File: config.mk
export PLATFORM = sky130hd
export DESIGN_NAME = ds2_align_mon
export DESIGN_NICKNAME = d
export VERILOG_FILES = /design/src/rtl/ds2mon_pkg.sv /design/src/rtl/ds2_err_eval.sv /design/src/rtl/e1_faw_eval.sv /design/src/rtl/lof_integ.sv /design/src/rtl/ds2_align_mon.sv
export SDC_FILE = /design/constraint.sdc
export NUM_CORES = 1
export LEC_CHECK = 0
export BUFFER_PORTS_ARGS = -buffer_cell sky130_fd_sc_hd__buf_2
export CORE_MARGIN = 4
export CORE_UTILIZATION = 45
export CTS_BUF_LIST = sky130_fd_sc_hd__clkbuf_4
export CTS_CLUSTER_DIAMETER = 200
export DETAILED_ROUTE_END_ITERATION = 12
export GPL_ROUTABILITY_DRIVEN = 1
export PLACE_DENSITY = 0.67
export SLEW_MARGIN = 20
export SYNTH_ARGS = -nofsm -noshare
export SYNTH_HDL_FRONTEND = slang
export SYNTH_SLANG_ARGS = --single-unit
File: constraint.sdc
create_clock -name clk -period 4.3 [get_ports clk]
set_input_delay 0.43 -clock clk [delete_from_list [all_inputs] [get_ports clk]]
set_output_delay 0.43 -clock clk [all_outputs]
set_load 0.01 [all_outputs]
File: src/rtl/ds2mon_pkg.sv
// Shared definitions for the DS2 alignment loss monitor.
package ds2mon_pkg;
    // Selects which DS2 F-bit criterion declares out-of-frame
    typedef enum logic {
        CRIT_FAST = 1'b0,   // 2 errored F bits in a 4-bit window
        CRIT_PAIR = 1'b1    // run of errored M-subframe pairs
    } crit_e;
endpackage

File: src/rtl/ds2_err_eval.sv
// DS2 error evaluator: judges F-bit and M-bit error strobes against the
// selected out-of-frame criterion and pulses lose for one cycle when met.
// Assumes at most one strobe of each kind per cycle; clr holds all history
// at zero (used while out of frame or in E1 operation).
module ds2_err_eval
    import ds2mon_pkg::*;
#(
    parameter int F_WIN    = 4,
    parameter int F_THR    = 2,
    parameter int PAIR_RUN = 4,
    parameter int MF_RUN   = 3
) (
    input  logic  clk,
    input  logic  rst_n,
    input  logic  clr,
    input  crit_e crit,
    input  logic  fbit_vld,
    input  logic  fbit_err,
    input  logic  pair_end,
    input  logic  mfrm_vld,
    input  logic  mbit_err,
    output logic  lose
);
    localparam int PW = $clog2(PAIR_RUN + 1);
    localparam int MW = $clog2(MF_RUN + 1);

    logic [F_WIN-1:0] fhist, fhist_n;
    logic             pair_acc, pair_bad;
    logic [PW-1:0]    pcnt;
    logic [MW-1:0]    mcnt;
    logic             fast_hit, pair_hit, m_hit;

    // Next F-bit window and the three criterion hits
    always_comb begin
        fhist_n  = {fhist[F_WIN-2:0], fbit_err};
        pair_bad = pair_acc | (fbit_vld & fbit_err);
        fast_hit = fbit_vld && ($countones(fhist_n) >= F_THR);
        pair_hit = pair_end && pair_bad && (pcnt == PW'(PAIR_RUN - 1));
        m_hit    = mfrm_vld && mbit_err && (mcnt == MW'(MF_RUN - 1));
        lose     = ((crit == CRIT_PAIR) ? pair_hit : fast_hit) | m_hit;
    end

    // F-bit sliding window
    always_ff @(posedge clk) begin
        if (!rst_n || clr)  fhist <= '0;
        else if (fbit_vld)  fhist <= fhist_n;
    end

    // Per-pair error accumulation and consecutive errored-pair run
    always_ff @(posedge clk) begin
        if (!rst_n || clr) begin
            pair_acc <= 1'b0;
            pcnt     <= '0;
        end else if (pair_end) begin
            pair_acc <= 1'b0;
            if (!pair_bad)                     pcnt <= '0;
            else if (pcnt != PW'(PAIR_RUN))    pcnt <= pcnt + 1'b1;
        end else if (fbit_vld && fbit_err) begin
            pair_acc <= 1'b1;
        end
    end

    // Consecutive errored M-frame run
    always_ff @(posedge clk) begin
        if (!rst_n || clr)                   mcnt <= '0;
        else if (mfrm_vld) begin
            if (!mbit_err)                   mcnt <= '0;
            else if (mcnt != MW'(MF_RUN))    mcnt <= mcnt + 1'b1;
        end
    end
endmodule

File: src/rtl/e1_faw_eval.sv
// E1 alignment-word evaluator: counts consecutive errored and consecutive
// correct alignment words; pulses lose / gain when a run reaches its limit.
// Assumes one faw_vld strobe per frame; clr holds both runs at zero.
module e1_faw_eval #(
    parameter int LOSE_RUN = 4,
    parameter int GAIN_RUN = 3
) (
    input  logic clk,
    input  logic rst_n,
    input  logic clr,
    input  logic faw_vld,
    input  logic faw_err,
    output logic lose,
    output logic gain
);
    localparam int LW = $clog2(LOSE_RUN + 1);
    localparam int GW = $clog2(GAIN_RUN + 1);

    logic [LW-1:0] bad_run;
    logic [GW-1:0] good_run;

    // Run-limit detection on the current strobe
    always_comb begin
        lose = faw_vld &&  faw_err && (bad_run  == LW'(LOSE_RUN - 1));
        gain = faw_vld && !faw_err && (good_run == GW'(GAIN_RUN - 1));
    end

    // Saturating consecutive-word counters
    always_ff @(posedge clk) begin
        if (!rst_n || clr) begin
            bad_run  <= '0;
            good_run <= '0;
        end else if (faw_vld) begin
            if (faw_err) begin
                good_run <= '0;
                if (bad_run != LW'(LOSE_RUN)) bad_run <= bad_run + 1'b1;
            end else begin
                bad_run <= '0;
                if (good_run != GW'(GAIN_RUN)) good_run <= good_run + 1'b1;
            end
        end
    end
endmodule

File: src/rtl/lof_integ.sv
// Loss-of-frame integrator: lof follows lvl once lvl has held steady for
// PERIODS ticks. A change of lvl restarts the count; the count saturates.
// Assumes ticks are single-cycle pulses; reset value of lof and of the
// remembered level is 1.
module lof_integ #(
    parameter int PERIODS = 28
) (
    input  logic clk,
    input  logic rst_n,
    input  logic lvl,
    input  logic tick,
    output logic lof
);
    localparam int CW = $clog2(PERIODS + 1);

    logic          lvl_q;
    logic [CW-1:0] cnt;
    logic          steady;

    // The level is steady when it matches last cycle's value
    always_comb steady = (lvl == lvl_q);

    // Remember level, count steady ticks, update lof at the limit
    always_ff @(posedge clk) begin
        if (!rst_n) begin
            lvl_q <= 1'b1;
            cnt   <= '0;
            lof   <= 1'b1;
        end else begin
            lvl_q <= lvl;
            if (!steady) begin
                cnt <= '0;
            end else if (tick && cnt != CW'(PERIODS)) begin
                cnt <= cnt + 1'b1;
                if (cnt == CW'(PERIODS - 1)) lof <= lvl;
            end
        end
    end
endmodule

File: src/rtl/ds2_align_mon.sv
// DS2 / E1-mode frame alignment loss monitor (top). Holds the alignment
// state, routes strobes to the evaluator of the active mode, integrates
// the out-of-frame flag into loss-of-frame and forms the AIS request.
// Assumes e1_mode and crit_sel are static during operation.
module ds2_align_mon
    import ds2mon_pkg::*;
#(
    parameter int F_WIN       = 4,
    parameter int F_THR       = 2,
    parameter int PAIR_RUN    = 4,
    parameter int MF_RUN      = 3,
    parameter int FAW_LOSE    = 4,
    parameter int FAW_GAIN    = 3,
    parameter int LOF_PERIODS = 28
) (
    input  logic clk,
    input  logic rst_n,
    input  logic e1_mode,
    input  logic crit_sel,
    input  logic force_oof,
    input  logic srch_lock,
    input  logic fbit_vld,
    input  logic fbit_err,
    input  logic pair_end,
    input  logic mfrm_vld,
    input  logic mbit_err,
    input  logic faw_vld,
    input  logic faw_err,
    input  logic ds3_tick,
    input  logic ais_on_oof,
    input  logic ais_on_lof,
    output logic oof,
    output logic lof,
    output logic ais_req
);
    logic  align_lost;
    logic  ds2_lose, e1_lose, e1_gain;
    logic  ds2_clr, e1_clr;
    crit_e crit;

    // Mode gating of the evaluators
    always_comb begin
        crit    = crit_e'(crit_sel);
        ds2_clr = align_lost | e1_mode;
        e1_clr  = ~e1_mode;
    end

    ds2_err_eval #(
        .F_WIN(F_WIN), .F_THR(F_THR), .PAIR_RUN(PAIR_RUN), .MF_RUN(MF_RUN)
    ) u_ds2 (
        .clk(clk), .rst_n(rst_n), .clr(ds2_clr), .crit(crit),
        .fbit_vld(fbit_vld & ~e1_mode), .fbit_err(fbit_err),
        .pair_end(pair_end & ~e1_mode),
        .mfrm_vld(mfrm_vld & ~e1_mode), .mbit_err(mbit_err),
        .lose(ds2_lose)
    );

    e1_faw_eval #(
        .LOSE_RUN(FAW_LOSE), .GAIN_RUN(FAW_GAIN)
    ) u_e1 (
        .clk(clk), .rst_n(rst_n), .clr(e1_clr),
        .faw_vld(faw_vld & e1_mode), .faw_err(faw_err),
        .lose(e1_lose), .gain(e1_gain)
    );

    // Alignment state: regain via lock (DS2) or good-word run (E1)
    always_ff @(posedge clk) begin
        if (!rst_n)
            align_lost <= 1'b1;
        else if (align_lost)
            align_lost <= e1_mode ? ~e1_gain : ~srch_lock;
        else
            align_lost <= e1_mode ? e1_lose : ds2_lose;
    end

    // Reported flag includes the force control
    always_comb oof = align_lost | force_oof;

    lof_integ #(.PERIODS(LOF_PERIODS)) u_lof (
        .clk(clk), .rst_n(rst_n), .lvl(oof), .tick(ds3_tick), .lof(lof)
    );

    // AIS request from either provisioned condition
    always_comb ais_req = (oof & ais_on_oof) | (lof & ais_on_lof);
endmodule

# Yosys cells after proc, flatten, opt, wreduce, memory -nomap -nowiden
# Index checks and enable logic that the tools add are counted.
# word_totals
out_inout_bits,3
word_cells,83
regBits,22
input_bits,16
# op_classes
add_sub_neg,8
muxes,12
order_cmp,1
n_reduce_logical,23
n_eq_ne,14
bitwise,15
# ops
op,count
$add A32 B32 Y32,1
$ge A32 B3 Y1 const B,1
$mux W3,4
$logic_and A1 B1 Y1,11
$reduce_and A2 Y1,5
$mux W2,4
$and A1 B1 Y1,7
$add A3 B1 Y3 const B,2
$eq A3 B2 Y1 const B,2
$ne A2 B2 Y1 const B,3
$ne A3 B3 Y1 const B,2
$add A5 B1 Y5 const B,1
$eq A5 B5 Y1 const B,1
$ne A5 B5 Y1 const B,1
$or A1 B1 Y1,5
$add A1 B1 Y2,2
$add A2 B1 Y2 const B,2
$eq A2 B2 Y1 const B,2
$mux W1,4
$ne A2 B1 Y1 const B,2
$not A1 Y1,3
$reduce_and A3 Y1,1
$logic_not A1 Y1,2
$logic_or A1 B1 Y1,2
other kinds (3),3

# Logic depth before layout (Yosys ltp)
# Gate-level depths: netlist (run 1).
# logic_depth
depth_word,10
depth_mapped,6
mapped_depth_nobuf,6

# Modules after synthesis
# A second synthesis (run 1) with hierarchy kept.
# unflattened
hier_cells,149
area_unflattened_um2,1265.0
# modules_own_cells
mod,n_inst,area_each_um2,seq_area_each_um2,cells_per_inst
ds2_err_eval,1,505.5,180.2,57
lof_integ,1,344.1,140.1,40
e1_faw_eval,1,315.3,100.1,38
ds2_align_mon,1,100.1,20.0,14

# Least setup slack after synthesis (run 1)
# No wires, ideal clock.
# synth_path
path_kind,input-to-reg
startpoint,input port fbit_err
endpoint,register align_lost
path_buffers,0
t_required_ns,4.170
setup_ns,0.130
stages,6
arrival_time_ns,1.536
slack_ns,2.634
cell_sequence,ha_1 > nand2_1 > fa_1 > a211oi_1 > o31ai_1 > nand4_1
# synth_via
elab_chain_cells,8
elab_cells_between_ends,12
cone_classes,add/sub (2); order compare (1); mux (3); bitwise (3); reduce/logical (3)
# synth_lines
element,line_no,rtl
from (decl),ds2_align_mon.sv:23,"input logic fbit_err,"
$add A1 B1 Y2 (not written as such) / $and A1 B1 Y1 (equally long branches),"ds2_err_eval.sv:37, ds2_err_eval.sv:36",
$add A32 B32 Y32 (not written as such) / $or A1 B1 Y1 (equally long branches),"ds2_err_eval.sv:37, ds2_err_eval.sv:36",
$ge A32 B3 Y1 / $logic_and A1 B1 Y1 (equally long branches),"ds2_err_eval.sv:37, ds2_err_eval.sv:38",
"$logic_and A1 B1 Y1, on equally long branches","ds2_err_eval.sv:37, ds2_err_eval.sv:38",
$mux W1 (*),ds2_err_eval.sv:40,lose = ((crit == CRIT_PAIR) ? pair_hit : fast_hit) | m_hit;
$or A1 B1 Y1 (*),ds2_err_eval.sv:40,
$mux W1 (*),ds2_align_mon.sv:73,align_lost <= e1_mode ? e1_lose : ds2_lose;
$mux W1 (*),ds2_align_mon.sv:70,else if (align_lost)
to (signal assigned),ds2_align_mon.sv:71,align_lost <= e1_mode ? ~e1_gain : ~srch_lock;
to (signal assigned),ds2_align_mon.sv:73,
to (decl),ds2_align_mon.sv:36,logic align_lost;
# Mark *: on every way between the ends. The rest lies on a longest branch, timed or not.
# A chain may end at the register's enable or synchronous reset.

# Final worst setup path (run 1)
# layout_path
startpoint,register align_lost
endpoint,output port ais_req
# layout_via
elab_chain_cells,3
# layout_lines
element,line_no,rtl
$or A1 B1 Y1,ds2_align_mon.sv:77,always_comb oof = align_lost | force_oof;
$and A1 B1 Y1,ds2_align_mon.sv:84,always_comb ais_req = (oof & ais_on_oof) | (lof & ais_on_lof);
$or A1 B1 Y1,ds2_align_mon.sv:84,
to (decl),ds2_align_mon.sv:34,output logic ais_req
# Every way passes these cells.

==> reports/metrics.yaml, run 1 <==
cells_and_area:
  finalInstanceArea_mm2: 0.00139
  drive_gt1_frac: 0.141
  syn_to_final_growth_pct: 11.8
  fill_cells: 249
  nets: 202
  fin_util: 0.545
  diodes: 0
timing:
  relSlewSlack: 0.715
  tns_ns: 0
  skew_ns: 0.000767
  fmax_mhz: 597
  slew_viol_final: 0
  post-route-min-period_ns: 1.68
  setup_violations: 0
  finalHoldViolations: 0
  rsz0062_at_grt: "false"
  fin_crit_sh: 0.390
  worst_pin_slew_ns: 0.423
power_and_ir_drop:
  finalPower_uw: 351
  p_sw_uw: 92.3
  vdd_ir_drop_max_uv: 171
  power_density_mw_per_mm2: 253
  internal-power_uw: 259
  p_clk_frac: 0.283
  sw_frac_of_total: 0.263
  p_leak_uw: 0.000565
  combinationalPowerShare: 0.118
  seq_power_share: 0.600
synthesis:
  synth_seq_cells: 22
  ys.flop_type: "dfxtp_1"
  syn-cell-area_mm2: 0.00124
  synthArstFlopShare: 0
  synthTopCellsByArea: "dfxtp_1, ha_1, nor2_1"
  synth-seq-area-share: 0.355
  yosysWarnings: 0
  synth_fp_nets: 180
  synth.top_cell.area_share: 0.355
  synth_enable_flop_cells: 0
  synth.avg_cell_area_um2: 8.33
  ys_types: 37
  netlist_instances: 149
  synth_top_cell_by_area: "dfxtp_1"
run_status:
  status: "completed"
setup_path:
  cp-end-kind: "primary output"
  crit_type: "flop to primary output"
  crit_arrival_ns: 1.25
  critPathLaunchType: "flop"
  crit_required_ns: 3.87
  path_max_fanout: 7
floorplan:
  ioPinCount: 19
  dieArea_mm2: 0.00366
  die_w_um: 60.5
  row_count: 18
  start_util: 0.488
  core-area_mm2: 0.00254
  die_h_um: 60.5
global_route:
  grt_pass1_vias: 1065
  antenna_found_initial: 0
  grt_first_pass_wirelength_um: 4160
  grtUsageTotal: 0.147
  grt_overflow: 0
  grt_start_max_net_pins: 13
clock_network:
  path_clk_slew_ns: 0.12
  cts-htree-levels: 1
  cts_setup_buffers: 0
  cts_hold_buf: 0
  root_buffer: "clkbuf_4"
  clock_latency_ns: 0.31
  clockBufferDepth: 2
  numCtsBuffers: 3
  cts_tree: "done"
  cts.sinks: 22
  cts_resized: 0
drt:
  first_pass_iters: 4
  viasPerCell: 5.42
  drt_iter0_drc: 41
  drc_errors: 0
  num_vias: 1084
  wl_per_cell_um: 12.1
  postRouteAntennaNets: 0
  wl_um: 2430
worst_hold_path:
  hp-class: "primary input to flop"
placement:
  dp_hpwl_um: 1950
  port_buffers: 18
  place_area_mm2: 0.00136
  place.gp.congestion: 0.784
flow_run:
  maxCapViolations: 0
-- cells in the mapped netlist (all sizes together) (2+ instances only) --
cell type	count
dfxtp	22
nor2	21
inv	15
nand2	15
ha	14
a21oi	11
mux2i	5
o21ai	5
nand3	4
nor3	3
o22ai	3
a211oi	2
a21o	2
a22oi	2
nand2b	2
nand4	2
nor2b	2
nor4	2
-- worst max-delay path, stage by stage (launching register included) --
cell	delay, ns
dfxtp_1	0.38
nor2_1	0.15
inv_1	0.10
a22o_1	0.18
buf_2	0.13
-- cell families (layout without fill, tap and decap cells) --
logic type,count (synthesis),after routing,share of synthesized area
compound gates,30,30,0.147
xor+xnor,1,1,0.00706
fa+ha+maj,15,15,0.157
buf+inv,16,37,0.0514
flops,22,22,0.355
mux,5,5,0.0403
simple gates,60,60,0.242
-- power groups by stage --
stage	clock network (uW)	registers (uW)	logic, uW
after detailed placement	0	215	41.7
final	99.3	211	41.4
after global routing	109	212	47.6
after floorplan	0	214	25.4
after global placement	0	215	40.0
after CTS	105	211	41.9
-- state kept, by name (all words and copies together), names as in the netlist --
register,count
align_lost,1
u_ds2.fhist,3
u_ds2.mcnt,2
u_ds2.pair_acc,1
u_ds2.pcnt,3
u_e1.bad_run,3
u_e1.good_run,2
u_lof.cnt,5
u_lof.lof,1
u_lof.lvl_q,1
-- final cells by class --
class | count | area [um2] | area share
Tap cell | 30 | 37.5 | 0.0271
Clock buffer | 3 | 22.5 | 0.0162
Inverter | 15 | 56.3 | 0.0406
Sequential cell | 22 | 440 | 0.317
Clock inverter | 1 | 3.75 | 0.00271
Multi-Input combinational cell | 111 | 737 | 0.531
Timing Repair Buffer | 18 | 90.1 | 0.0649
-- metrics by stage --
| step | cells | setup WS (ns) | hold WS, ns |
|---|---|---|---|
| 5_1_grt | 200 | 2.50 | 0.300 |
| 6_report | 200 | 2.62 | 0.310 |
| 2_1_floorplan | 149 | 2.63 | 0.454 |
| 4_1_cts | 200 | 2.60 | 0.296 |
| 3_3_place_gp | 196 | 2.47 | 0.467 |
| 3_5_place_dp | 196 | 2.45 | 0.484 |
-- per-layer routing --
layer	global-route usage	share of wire	up-vias
met1	0.177	0.46	500
met4	0.0681	0.016	0
met2	0.252	0.47	20
met3	0.0277	0.045	6
li1	-	-	558
met5	0	0	-
-- final timing paths --
path                        from              to  slack (ns)  depth (start not counted)
setup / recovery      align_lost         ais_req        2.62                          4
hold / removal          pair_end  u_ds2.pair_acc        0.31                          2
setup reg to reg  u_ds2.fhist[1]      align_lost        2.66                          6
hold reg to reg    u_ds2.pcnt[2]   u_ds2.pcnt[2]        0.51                          2
-- placed cells by master, fill, tap and decap left out, types with 2 or more instances in the layout --
master	count
dfxtp_1	22
nor2_1	21
buf_2	18
inv_1	15
nand2_1	14
ha_1	14
a21oi_1	11
o21ai_0	5
mux2i_1	5
nand3_1	4
o22ai_1	3
nor3_1	3
clkbuf_4	3
nor2b_1	2
nand4_1	2
a211oi_1	2
a21o_1	2
nor4_1	2
a22oi_1	2
Power figures use the tool's default switching activity.
==> run 2, diff against run 1 <==
--- a/config.mk
+++ b/config.mk
@@ -12,7 +12,7 @@
 export CTS_CLUSTER_DIAMETER = 200
 export DETAILED_ROUTE_END_ITERATION = 12
 export GPL_ROUTABILITY_DRIVEN = 1
-export PLACE_DENSITY = 0.67
+export PLACE_DENSITY = 0.69
 export SLEW_MARGIN = 20
 export SYNTH_ARGS = -nofsm -noshare
 export SYNTH_HDL_FRONTEND = slang
==> constraint.sdc (replaced) <==
create_clock -name clk -period 1.36 [get_ports clk]
set_input_delay 0.136 -clock clk [delete_from_list [all_inputs] [get_ports clk]]
set_output_delay 0.136 -clock clk [all_outputs]
set_load 0.01 [all_outputs]
==> run 2 against run 1 <==
  * The flow now finishes with violations (setup timing)
  * Clock-buffer cell count unchanged
  * Non-clock buffer count is 7 higher
  * Worst setup slack lost 2.9 ns
  * Largest cell class unchanged
  * Largest power group unchanged
==> reports/metrics.yaml, run 2 (synthesis gave the netlist of run 1 again) <==
run_status:
  status: "finished with violations"
  violations: "setup timing"
setup_path:
  path_buf_inv: 0
  critPathLaunchType: "flop"
  path_max_fanout: 2
  crit_slowest_cell: "fa_1"
  path_delay_family: "adder cells"
  cpPeakStageDelay_ns: 0.49
  cp-end-kind: "flop"
  crit_chain: "ha_4 -> nand2_2 -> fa_1 -> a211oi_2 -> o31ai_1 -> nand4_1"
  crit_type: "flop to flop"
  crit_required_ns: 1.55
  crit_arrival_ns: 1.82
timing:
  fin_crit_sh: 1.20
  whs_ns: 0.0441
  slew_viol_final: 0
  rsz0062_at_grt: "true"
  finalHoldViolations: 0
  tns_ns: -0.273
  post-route-min-period_ns: 1.63
  fin_ws_ns: -0.273
  relSlewSlack: 0.798
  skew_ns: 0.00642
  fmax_mhz: 612
  worst_pin_slew_ns: 0.303
  setup_violations: 1
clock_network:
  cts_hold_buf: 0
  cts_tree: "done"
  cts-htree-levels: 1
  path_clk_slew_ns: 0.11
  root_buffer: "clkbuf_4"
  clockBufferDepth: 2
  numCtsBuffers: 3
  cts.sinks: 22
  clock_latency_ns: 0.30
cells_and_area:
  nets: 209
  seqCellArea_um2: 450
  largest-register: "u_lof.cnt"
  syn_to_final_growth_pct: 22.8
  final_cell_mix: "nor2_1, buf_2, dfxtp_1"
  largest_reg_flops: 5
  fill_cells: 237
  final_common_cell: "nor2_1"
  diodes: 0
  drive_gt1_frac: 0.277
  multiInputGateArea_um2: 811
  finalInstanceArea_mm2: 0.00152
drt:
  viasPerCell: 5.27
  first_pass_iters: 4
  drc_errors: 0
  drt_iter0_drc: 30
  wl_per_cell_um: 12.0
  wl_um: 2480
  num_vias: 1091
  postRouteAntennaNets: 0
placement:
  dp_hpwl_um: 1970
  place_area_mm2: 0.00141
  place.gp.congestion: 0.852
  port_buffers: 18
global_route:
  grtUsageTotal: 0.149
  grt_first_pass_wirelength_um: 4230
  grt_start_max_net_pins: 13
  antenna_found_initial: 0
  grt_pass1_vias: 1032
  grt_overflow: 0
power_and_ir_drop:
  vdd_ir_drop_max_uv: 556
  p_leak_uw: 0.000603
  power_density_mw_per_mm2: 741
worst_hold_path:
  hp-class: "primary input to flop"
floorplan:
  die_h_um: 60.5
  row_count: 18
  start_util: 0.488
  die_w_um: 60.5
  ioPinCount: 19
  core-area_mm2: 0.00254
  dieArea_mm2: 0.00366
flow_run:
  maxCapViolations: 0
[run 2: metrics by stage]
stage / power, uW / util / cells / setup WS [ns]
2_1_floorplan: 758 / - / 149 / -0.193
3_3_place_gp: 819 / 0.553 / 202 / -0.216
3_5_place_dp: 826 / 0.553 / 202 / -0.259
4_1_cts: 1120 / 0.564 / 206 / -0.280
5_1_grt: 1200 / 0.599 / 207 / -0.399
6_report: 1130 / 0.599 / 207 / -0.273
[run 2: final timing paths]
kind,from,to,slack [ns],depth (start not counted)
max reg2reg,u_ds2.fhist[0],align_lost,-0.27,6
max,u_ds2.fhist[0],align_lost,-0.27,6
min reg2reg,u_ds2.pcnt[2],u_ds2.pcnt[2],0.50,2
min,pair_end,u_ds2.pair_acc,0.04,2
[run 2: per-layer routing]
| layer | GRT usage | vias to the layer above | part of all wire |
|---|---|---|---|
| met5 | 0 | - | 0 |
| met4 | 0.0557 | 0 | 0.013 |
| met3 | 0.0213 | 4 | 0.040 |
| met2 | 0.250 | 17 | 0.47 |
| met1 | 0.196 | 494 | 0.48 |
| li1 | - | 576 | - |
[run 2: final cells by class]
type                            instances  share of cell area
Sequential cell                        22               0.296
Multi-Input combinational cell        111               0.532
Clock inverter                          1             0.00246
Clock buffer                            3              0.0148
Tap cell                               30              0.0246
Timing Repair Buffer                   25              0.0936
Inverter                               15              0.0369
[run 2: repair_timing]
action | in CTS | in global routing
pin swaps | 0 | 1
buffers inserted | 0 | 1
setup endpoints to repair | 2 | 8
resized for setup | 1 | 21
[run 2: power by group]
| part | switching [uW] | internal, uW |
|---|---|---|
| clock | 190 | 107 |
| combinational | 86.7 | 76.9 |
| sequential | 12.1 | 656 |
